$ cat config.mk
export PLATFORM = sky130hd
export DESIGN_NAME = audio_port_gctl
export DESIGN_NICKNAME = d
export VERILOG_FILES = /design/src/rtl/audio_port_gctl.sv
export SDC_FILE = /design/constraint.sdc
export NUM_CORES = 1
export LEC_CHECK = 0
export BUFFER_PORTS_ARGS = -buffer_cell sky130_fd_sc_hd__buf_2
export CAP_MARGIN = 15
export CORE_MARGIN = 1.5
export CORE_UTILIZATION = 40
export DETAILED_ROUTE_END_ITERATION = 10
export GPL_ROUTABILITY_DRIVEN = 0
export PLACE_DENSITY = 0.87
export SYNTH_ARGS = -nofsm -noshare
export SYNTH_HDL_FRONTEND = slang
export SYNTH_SLANG_ARGS = --single-unit
$ cat constraint.sdc
create_clock -name clk -period 0.8 [get_ports clk]
set_input_delay 0.04 -clock clk [delete_from_list [all_inputs] [get_ports clk]]
set_output_delay 0.04 -clock clk [all_outputs]
set_load 0.02 [all_outputs]
$ cat src/rtl/audio_port_gctl.sv
module audio_port_gctl #(
  parameter int DW     = 32,
  parameter int AW     = 3,
  parameter int NEN    = 5,
  parameter int TX_LO  = 8,
  parameter int STAT_W = 8
) (
  input  logic              clk,
  input  logic              rst_n,
  input  logic              bus_wr,
  input  logic [AW-1:0]     bus_addr,
  input  logic [DW-1:0]     bus_wdata,
  output logic [DW-1:0]     bus_rdata,
  output logic [NEN-1:0]    rx_en,
  output logic [NEN-1:0]    tx_en,
  input  logic [NEN-1:0]    rx_ack,
  input  logic [NEN-1:0]    tx_ack,
  input  logic [STAT_W-1:0] rx_stat_set,
  input  logic [STAT_W-1:0] tx_stat_set,
  input  logic              rx_dreq,
  input  logic              tx_dreq,
  output logic              rx_dma_req,
  output logic              tx_dma_req
);
  localparam logic [AW-1:0] A_ALL  = AW'(0);
  localparam logic [AW-1:0] A_RX   = AW'(1);
  localparam logic [AW-1:0] A_TX   = AW'(2);
  localparam logic [AW-1:0] A_RSTS = AW'(3);
  localparam logic [AW-1:0] A_TSTS = AW'(4);
  localparam logic [AW-1:0] A_RDMA = AW'(5);
  localparam logic [AW-1:0] A_TDMA = AW'(6);
  localparam int B_CLK = 0;
  localparam int B_SM  = 3;
  localparam int B_FS  = 4;

  logic [NEN-1:0]    rx_s1, rx_rb, tx_s1, tx_rb;
  logic [STAT_W-1:0] rx_sts, tx_sts;
  logic              rx_dis, tx_dis;
  logic              unused_wbits;

  function automatic logic [NEN-1:0] gate_en(input logic [NEN-1:0] v);
    gate_en = v;
    if (!v[B_CLK]) begin
      gate_en[B_SM] = 1'b0;
      gate_en[B_FS] = 1'b0;
    end
  endfunction

  wire wr_rx  = bus_wr && (bus_addr == A_ALL || bus_addr == A_RX);
  wire wr_tx  = bus_wr && (bus_addr == A_ALL || bus_addr == A_TX);
  wire clr_rs = bus_wr && bus_addr == A_RSTS;
  wire clr_ts = bus_wr && bus_addr == A_TSTS;

  assign unused_wbits = ^bus_wdata;

  always_ff @(posedge clk or negedge rst_n) begin
    if (!rst_n) begin
      rx_en  <= '0;
      tx_en  <= '0;
      rx_s1  <= '0;
      rx_rb  <= '0;
      tx_s1  <= '0;
      tx_rb  <= '0;
      rx_sts <= '0;
      tx_sts <= '0;
      rx_dis <= 1'b0;
      tx_dis <= 1'b0;
    end else begin
      if (wr_rx) rx_en <= gate_en(bus_wdata[NEN-1:0]);
      if (wr_tx) tx_en <= gate_en(bus_wdata[TX_LO +: NEN]);
      rx_s1  <= rx_ack;
      rx_rb  <= rx_s1;
      tx_s1  <= tx_ack;
      tx_rb  <= tx_s1;
      rx_sts <= (rx_sts & ~(clr_rs ? bus_wdata[STAT_W-1:0] : '0)) | rx_stat_set;
      tx_sts <= (tx_sts & ~(clr_ts ? bus_wdata[STAT_W-1:0] : '0)) | tx_stat_set;
      if (bus_wr && bus_addr == A_RDMA) rx_dis <= bus_wdata[0];
      if (bus_wr && bus_addr == A_TDMA) tx_dis <= bus_wdata[0];
    end
  end

  assign rx_dma_req = rx_dreq & ~rx_dis;
  assign tx_dma_req = tx_dreq & ~tx_dis;

  always_comb begin
    bus_rdata = '0;
    case (bus_addr)
      A_ALL: begin
        bus_rdata[NEN-1:0]     = rx_rb;
        bus_rdata[TX_LO +: NEN] = tx_rb;
      end
      A_RX:   bus_rdata[NEN-1:0]     = rx_rb;
      A_TX:   bus_rdata[TX_LO +: NEN] = tx_rb;
      A_RSTS: bus_rdata[STAT_W-1:0]  = rx_sts;
      A_TSTS: bus_rdata[STAT_W-1:0]  = tx_sts;
      A_RDMA: bus_rdata[0]           = rx_dis;
      A_TDMA: bus_rdata[0]           = tx_dis;
      default: bus_rdata = '0;
    endcase
  end

  AST_RX_STAGE_GATE: assert property (@(posedge clk) disable iff (!rst_n)
    (rx_en[B_SM] || rx_en[B_FS]) |-> rx_en[B_CLK]) else $error("rx gate");
  AST_TX_STAGE_GATE: assert property (@(posedge clk) disable iff (!rst_n)
    (tx_en[B_SM] || tx_en[B_FS]) |-> tx_en[B_CLK]) else $error("tx gate");
  AST_RX_ALIAS_ISOLATE: assert property (@(posedge clk) disable iff (!rst_n)
    (bus_wr && bus_addr == A_RX) |=> $stable(tx_en)) else $error("rx alias");
  AST_TX_ALIAS_ISOLATE: assert property (@(posedge clk) disable iff (!rst_n)
    (bus_wr && bus_addr == A_TX) |=> $stable(rx_en)) else $error("tx alias");
  AST_READBACK_LAG: assert property (@(posedge clk) disable iff (!rst_n)
    $rose(rx_rb[B_CLK]) |-> $past(rx_ack[B_CLK], 2)) else $error("rb lag");
  AST_STATUS_STICKY: assert property (@(posedge clk) disable iff (!rst_n)
    !(bus_wr && bus_addr == A_RSTS) |=> (($past(rx_sts) & ~rx_sts) == '0)) else $error("sticky");
  AST_DMA_BLOCK: assert property (@(posedge clk) disable iff (!rst_n)
    (bus_rdata[0] && bus_addr == A_TDMA) |-> !tx_dma_req) else $error("dma");
endmodule

==> run metrics, run 1 <==
starting density of the core=41.9%; critical path arrival=1.18 ns; Syn. warnings=0; Final Critical Period=1.22 ns; remaining antenna violation count=0; register share of total power=46.3%; internal reg-to-reg setup slack=-0.19 ns; number of endpoints with negative hold slack in the final report=0; Clock Pin Slew Worst Setup and Hold Paths=0.09 ns; Overall Power=5850 uW; share of total power in combinational logic=23.7%; kind of critical path=reg -> out; Max Clock Freq=817 MHz; top-level port count=110; count of TritonRoute iterations in the first routing pass=4; Internal Power=4300 uW; die width=73.8 um; power density normalized to cell area=1850 nW/um2; total number of vias=1627; share of post-route cells with drive strength above 1=39.7%; leading register cell type out of synthesis=dfrtp_1; # rows=25; Skew-Pair Late Insertion Delay=0.30 ns; cells taking the most area after synthesis=dfrtp_1, buf_4, a21o_1, nand2_1, mux2_2; cell-by-cell listing of the critical path=mux2i_1, o211ai_1, o21a_2, buf_6; number of storage elements in the synthesis netlist=48; synth-to-layout area growth=57.5%; Post-Place Cell Area=2510 um2; Buffers & Inverters on Critical Path=1; clock tree from TritonCTS=yes; type of the worst min-delay path=in -> reg; final critical-path setup slack=-0.424 ns; CTS H-Tree Depth=2; leakage dissipation=0.00148 uW; most common library cells after synthesis=dfrtp_1, nand2_1, buf_4; post-route standard cell area excluding fillers=3160 um2; peak per-stage delay on the critical path=0.39 ns; count of unique library cells instantiated by Yosys=27; diodes inserted=0; overall overflow remaining after global route=0; vias in the first global route=1702; pins over their slew limit=0; family of cells with the greatest summed delay on the critical path=flip-flops; number of maximum-capacitance violations=0; peak supply drop=1490 uV; CTS sink count=48; vias per std cell=4.43; Final Skew=0.00809 ns; synthesized area=2010 um2; switching fraction of total power=26.5%; overall die area=5450 um2; Post-synth EDFFs=0; final cycle utilization of the critical path=153%; net load switching power=1550 uW; cell with the biggest individual delay on the critical path=dfrtp_1; dpl hpwl=3020 um; maximum fanout along the worst path=2; number of endpoints failing setup at the final stage=28; most frequently used cell type in the post-synthesis netlist=dfrtp_1; violated checks=negative setup slack; result of the run=finished with violations; Yosys top cell area share=59.9%; sort of element at the end of the critical path=output pin; global-route wire length before repair=7470 um; wirelength, routed=4770 um; global-route usage over all layers=18.7%; count of input and output buffers=71; clock tree root buffer cell=clkbuf_8; category of the worst setup path launch point=flop; async set-or-reset flop fraction in the synthesized netlist=100%; layout net count=365; routed length per instance=13.0 um; die outline height=73.8 um; unrepaired setup endpoints after global routing=yes; Iteration-0 DRC Markers=21; data required time of the critical path=0.76 ns; maximum number of pins on one net before global-route repair=49; sequential-to-total area share from yosys stat=59.9%; Clock Path Buffers=2; number of standard cells after synthesis=170; clock group share of total power=30.0%; number of buffers inserted during clock tree synthesis=5; syn avg cell area=11.8 um2; remaining routing DRC violations=0; antenna violations before repair=0; post-synthesis cell type with the largest combined area=dfrtp_1; placeable core region=4790 um2
placed cells by master (no fill, tap or decap), drive strengths merged, types with 2 or more instances in the layout:
master	instances
nor3b	2
nand3	2
clkbuf	5
a22o	3
nand2	26
nor2	3
conb	19
and2	5
buf	97
o21ai	8
a31oi	4
nand4b	2
nor2b	6
dfrtp	48
a21o	16
mux2	8
dlygate4sd3	33
inv	3
stage by stage:
step	std cells	hold slack (ns)	setup TNS, ns	setup slack, ns	utilization, %
2_1_floorplan	188	-0.256	-1.61	-0.160	-
3_3_place_gp	316	0.0393	-10.18	-0.346	52.4
3_5_place_dp	316	0.0458	-10.67	-0.329	52.4
4_1_cts	360	0.00351	-5.79	-0.454	64.2
5_1_grt	367	0.0142	-7.12	-0.509	66.0
6_report	367	0.00896	-5.67	-0.424	66.0
final timing paths:
check	start	to	depth (start not counted)
hold / removal	bus_wdata[1]	rx_en[1]	2
setup reg to reg	rx_dis	rx_dis	3
setup / recovery	rx_dis	bus_rdata[0]	4
min in group asynchronous	rst_n	tx_rb[4]	3
hold reg to reg	rx_s1[2]	rx_rb[2]	0
max in group asynchronous	rst_n	tx_sts[2]	3
registers in the layout (all words and copies together), names as in the netlist:
name,cells
tx_dis,1
tx_s1,5
rx_rb,5
tx_sts,8
rx_sts,8
rx_dis,1
rx_en,5
rx_s1,5
tx_rb,5
tx_en,5
layout make-up:
cell class,count,area [um2]
clock buffers,5,68.8
clock inverters,3,46.3
fillers,379,1630
inverters,2,7.51
multi-input cells,112,728
flip-flops and latches,48,1200
well taps,67,83.8
repair buffers,130,1020
power groups by stage:
stage | clock [uW] | combinational, uW | sequential, uW
3_3_place_gp | 0 | 981 | 2720
3_5_place_dp | 0 | 1000 | 2730
2_1_floorplan | 0 | 535 | 2830
4_1_cts | 1810 | 1290 | 2700
6_report | 1760 | 1380 | 2710
5_1_grt | 1920 | 1490 | 2730
routing by layer:
layer | up-vias | global-route usage [%] | routed length (um)
li1 | 788 | - | -
met1 | 778 | 20.6 | 1900
met2 | 55 | 35.3 | 2610
met3 | 6 | 4.80 | 204
met4 | 0 | 4.94 | 51
met5 | - | 0 | 0
kinds of logic after synthesis:
kind of cell	count (synthesis)	share of synthesized area [%]
AND/OR/NAND/NOR	50	13.3
flip-flops	48	59.9
AO/OA/AOI/OAI	34	11.5
buffers and inverters	28	9.54
multiplexers	9	5.55
other	1	0.187
timing repair:
action / in CTS / in global routing
hold endpoints to repair: 80 / 0
pin swaps: 2 / 3
resized for setup: 31 / 12
buffers inserted: 3 / 8
endpoints found under the setup margin: 27 / 46
hold buffers: 33 / 0
Note: power is estimated with default switching activity, not from simulation.
==> run 2, diff against run 1 <==
CORE_ASPECT_RATIO = 1.75   (was default)
==> run metrics, run 2 (synthesis gave the netlist of run 1 again) <==
overall overflow remaining after global route=0 (unchanged); sort of element at the end of the critical path=output pin (unchanged); die outline height=96.7 um (was 73.8 um); cell-by-cell listing of the critical path=nor2b_1, a31oi_1, o21ai_1, buf_2 (was mux2i_1, o211ai_1, o21a_2, buf_6); remaining antenna violation count=0 (unchanged); kind of critical path=reg -> out (unchanged); Overall Power=5930 uW (was 5850 uW); diodes inserted=0 (unchanged); number of maximum-capacitance violations=0 (unchanged); routed length per instance=13.3 um (was 13.0 um); Max Clock Freq=824 MHz (was 817 MHz); final cycle utilization of the critical path=152% (was 153%); Clock Pin Slew Worst Setup and Hold Paths=0.07 ns (was 0.09 ns); top-level port count=110 (unchanged); category of the worst setup path launch point=flop (unchanged); # rows=33 (was 25); startpoint of the lowest-slack register-to-register path=rx_dis (unchanged); antenna violations before repair=0 (unchanged); count of TritonRoute iterations in the first routing pass=4 (unchanged); wirelength, routed=4620 um (was 4770 um); worst hold path startpoint=bus_wdata[8] (was bus_wdata[1]); internal reg-to-reg setup slack=-0.10 ns (was -0.19 ns); Hold Slack=0.00772 ns (was 0.00896 ns); detailed route wirelength on metal3=208 um (was 204 um); vias per std cell=4.73 (was 4.43); number of endpoints with negative hold slack in the final report=0 (unchanged); peak supply drop=1430 uV (was 1490 uV); clock tree root buffer cell=clkbuf_8 (unchanged); critical path arrival=1.17 ns (was 1.18 ns); global-route wire length before repair=7700 um (was 7470 um); placeable core region=4750 um2 (was 4790 um2); power density normalized to cell area=1880 nW/um2 (was 1850 nW/um2); overall die area=5470 um2 (was 5450 um2); Skew-Pair Late Insertion Delay=0.28 ns (was 0.30 ns); maximum fanout along the worst path=1 (was 2); data required time of the critical path=0.76 ns (about the same); Final Skew=0.00103 ns (was 0.00809 ns); clock tree from TritonCTS=yes (unchanged); maximum number of pins on one net before global-route repair=49 (unchanged); Final Critical Period=1.21 ns (was 1.22 ns); first element of the critical path=rx_rb[1] (was rx_dis); die width=56.5 um (was 73.8 um); unrepaired setup endpoints after global routing=yes (unchanged); violated checks=negative setup slack (unchanged); worst-case setup slack after placement=-0.364 ns (was -0.329 ns); top sig layer=met4 (unchanged); post-route core utilization=66.4% (was 66.0%); Clock Path Buffers=2 (unchanged); routed length on met2=2630 um (was 2610 um); final critical-path setup slack=-0.413 ns (was -0.424 ns); final sum of negative setup slack=-4.88 ns (was -5.67 ns); vias in the first global route=1759 (was 1702); CTS H-Tree Depth=2 (unchanged); share of post-route cells with drive strength above 1=42.2% (was 39.7%); starting density of the core=42.2% (was 41.9%); pins over their slew limit=0 (unchanged); leakage dissipation=0.00148 uW (about the same); Filler cells=355 (was 379); routed length on met1=1700 um (was 1900 um); peak per-stage delay on the critical path=0.36 ns (was 0.39 ns); global-route usage over all layers=18.0% (was 18.7%); total number of vias=1645 (was 1627); Iteration-0 DRC Markers=40 (was 21); type of the worst min-delay path=in -> reg (unchanged); result of the run=finished with violations (unchanged); remaining routing DRC violations=0 (unchanged); dpl hpwl=3200 um (was 3020 um); layout net count=361 (was 365); number of endpoints failing setup at the final stage=26 (was 28); count of input and output buffers=71 (unchanged); cell with the biggest individual delay on the critical path=dfrtp_1 (unchanged); synth-to-layout area growth=57.1% (was 57.5%); number of buffers inserted during clock tree synthesis=5 (unchanged); most used cells in the layout excluding fill and tap cells=buf_2, dfrtp_1, dlygate4sd3_1 (unchanged); largest registers=rx_sts (8), tx_sts (8) (unchanged); CTS sink count=48 (unchanged)
run 2: final cells by class:
| cell class | instances | area, um2 | share of cell area, % |
|---|---|---|---|
| Inverter | 2 | 7.51 | 0.238 |
| Sequential cell | 48 | 1200 | 38.1 |
| Clock inverter | 1 | 30.0 | 0.953 |
| Clock buffer | 7 | 96.3 | 3.06 |
| Multi-Input combinational cell | 112 | 744 | 23.6 |
| Timing Repair Buffer | 126 | 1010 | 31.9 |
| Tap cell | 52 | 65.1 | 2.07 |
run 2: path summary, 6_finish.rpt:
check                                to  depth (start not counted)
max                        bus_rdata[1]                          4
min                            tx_en[4]                          3
max reg2reg                      rx_dis                          2
min reg2reg                    tx_rb[3]                          0
max in group asynchronous     rx_sts[2]                          3
min in group asynchronous      rx_en[0]                          3
run 2: power by group:
group	leakage, uW	internal [uW]	total (uW)	switching [uW]
Clock	0.0000645	1100	1870	768
Combinational	0.000895	735	1360	621
Sequential	0.000523	2600	2710	107
Total	0.00148	4440	5930	1500
run 2: worst max-delay path, delay by kind of cell (launching register included):
family	cells	cell delay (ns)
AND/OR/NAND/NOR	1	0.12
flip-flops	1	0.36
AO/OA/AOI/OAI	2	0.25
buffers and inverters	1	0.16
run 2: per-stage QoR:
stage	area, um2	instances
floorplan	2120	188
global placement	2490	303
detailed placement	2490	303
CTS	3080	345
global route	3150	348
finish	3150	348
run 2: timing repair:
action / 4_1_cts / 5_1_grt
hold endpoints to repair: 77 / 1
buffers inserted: 4 / 2
setup endpoints to repair: 34 / 47
pin swaps: 3 / 5
hold buffers: 30 / 1
gates resized for setup: 46 / 16
run 2: layer usage:
layer	vias to the layer above	GRT usage (%)
met1	795	19.8
met4	0	6.78
met3	9	3.07
met5	-	0
met2	62	33.1
li1	779	-
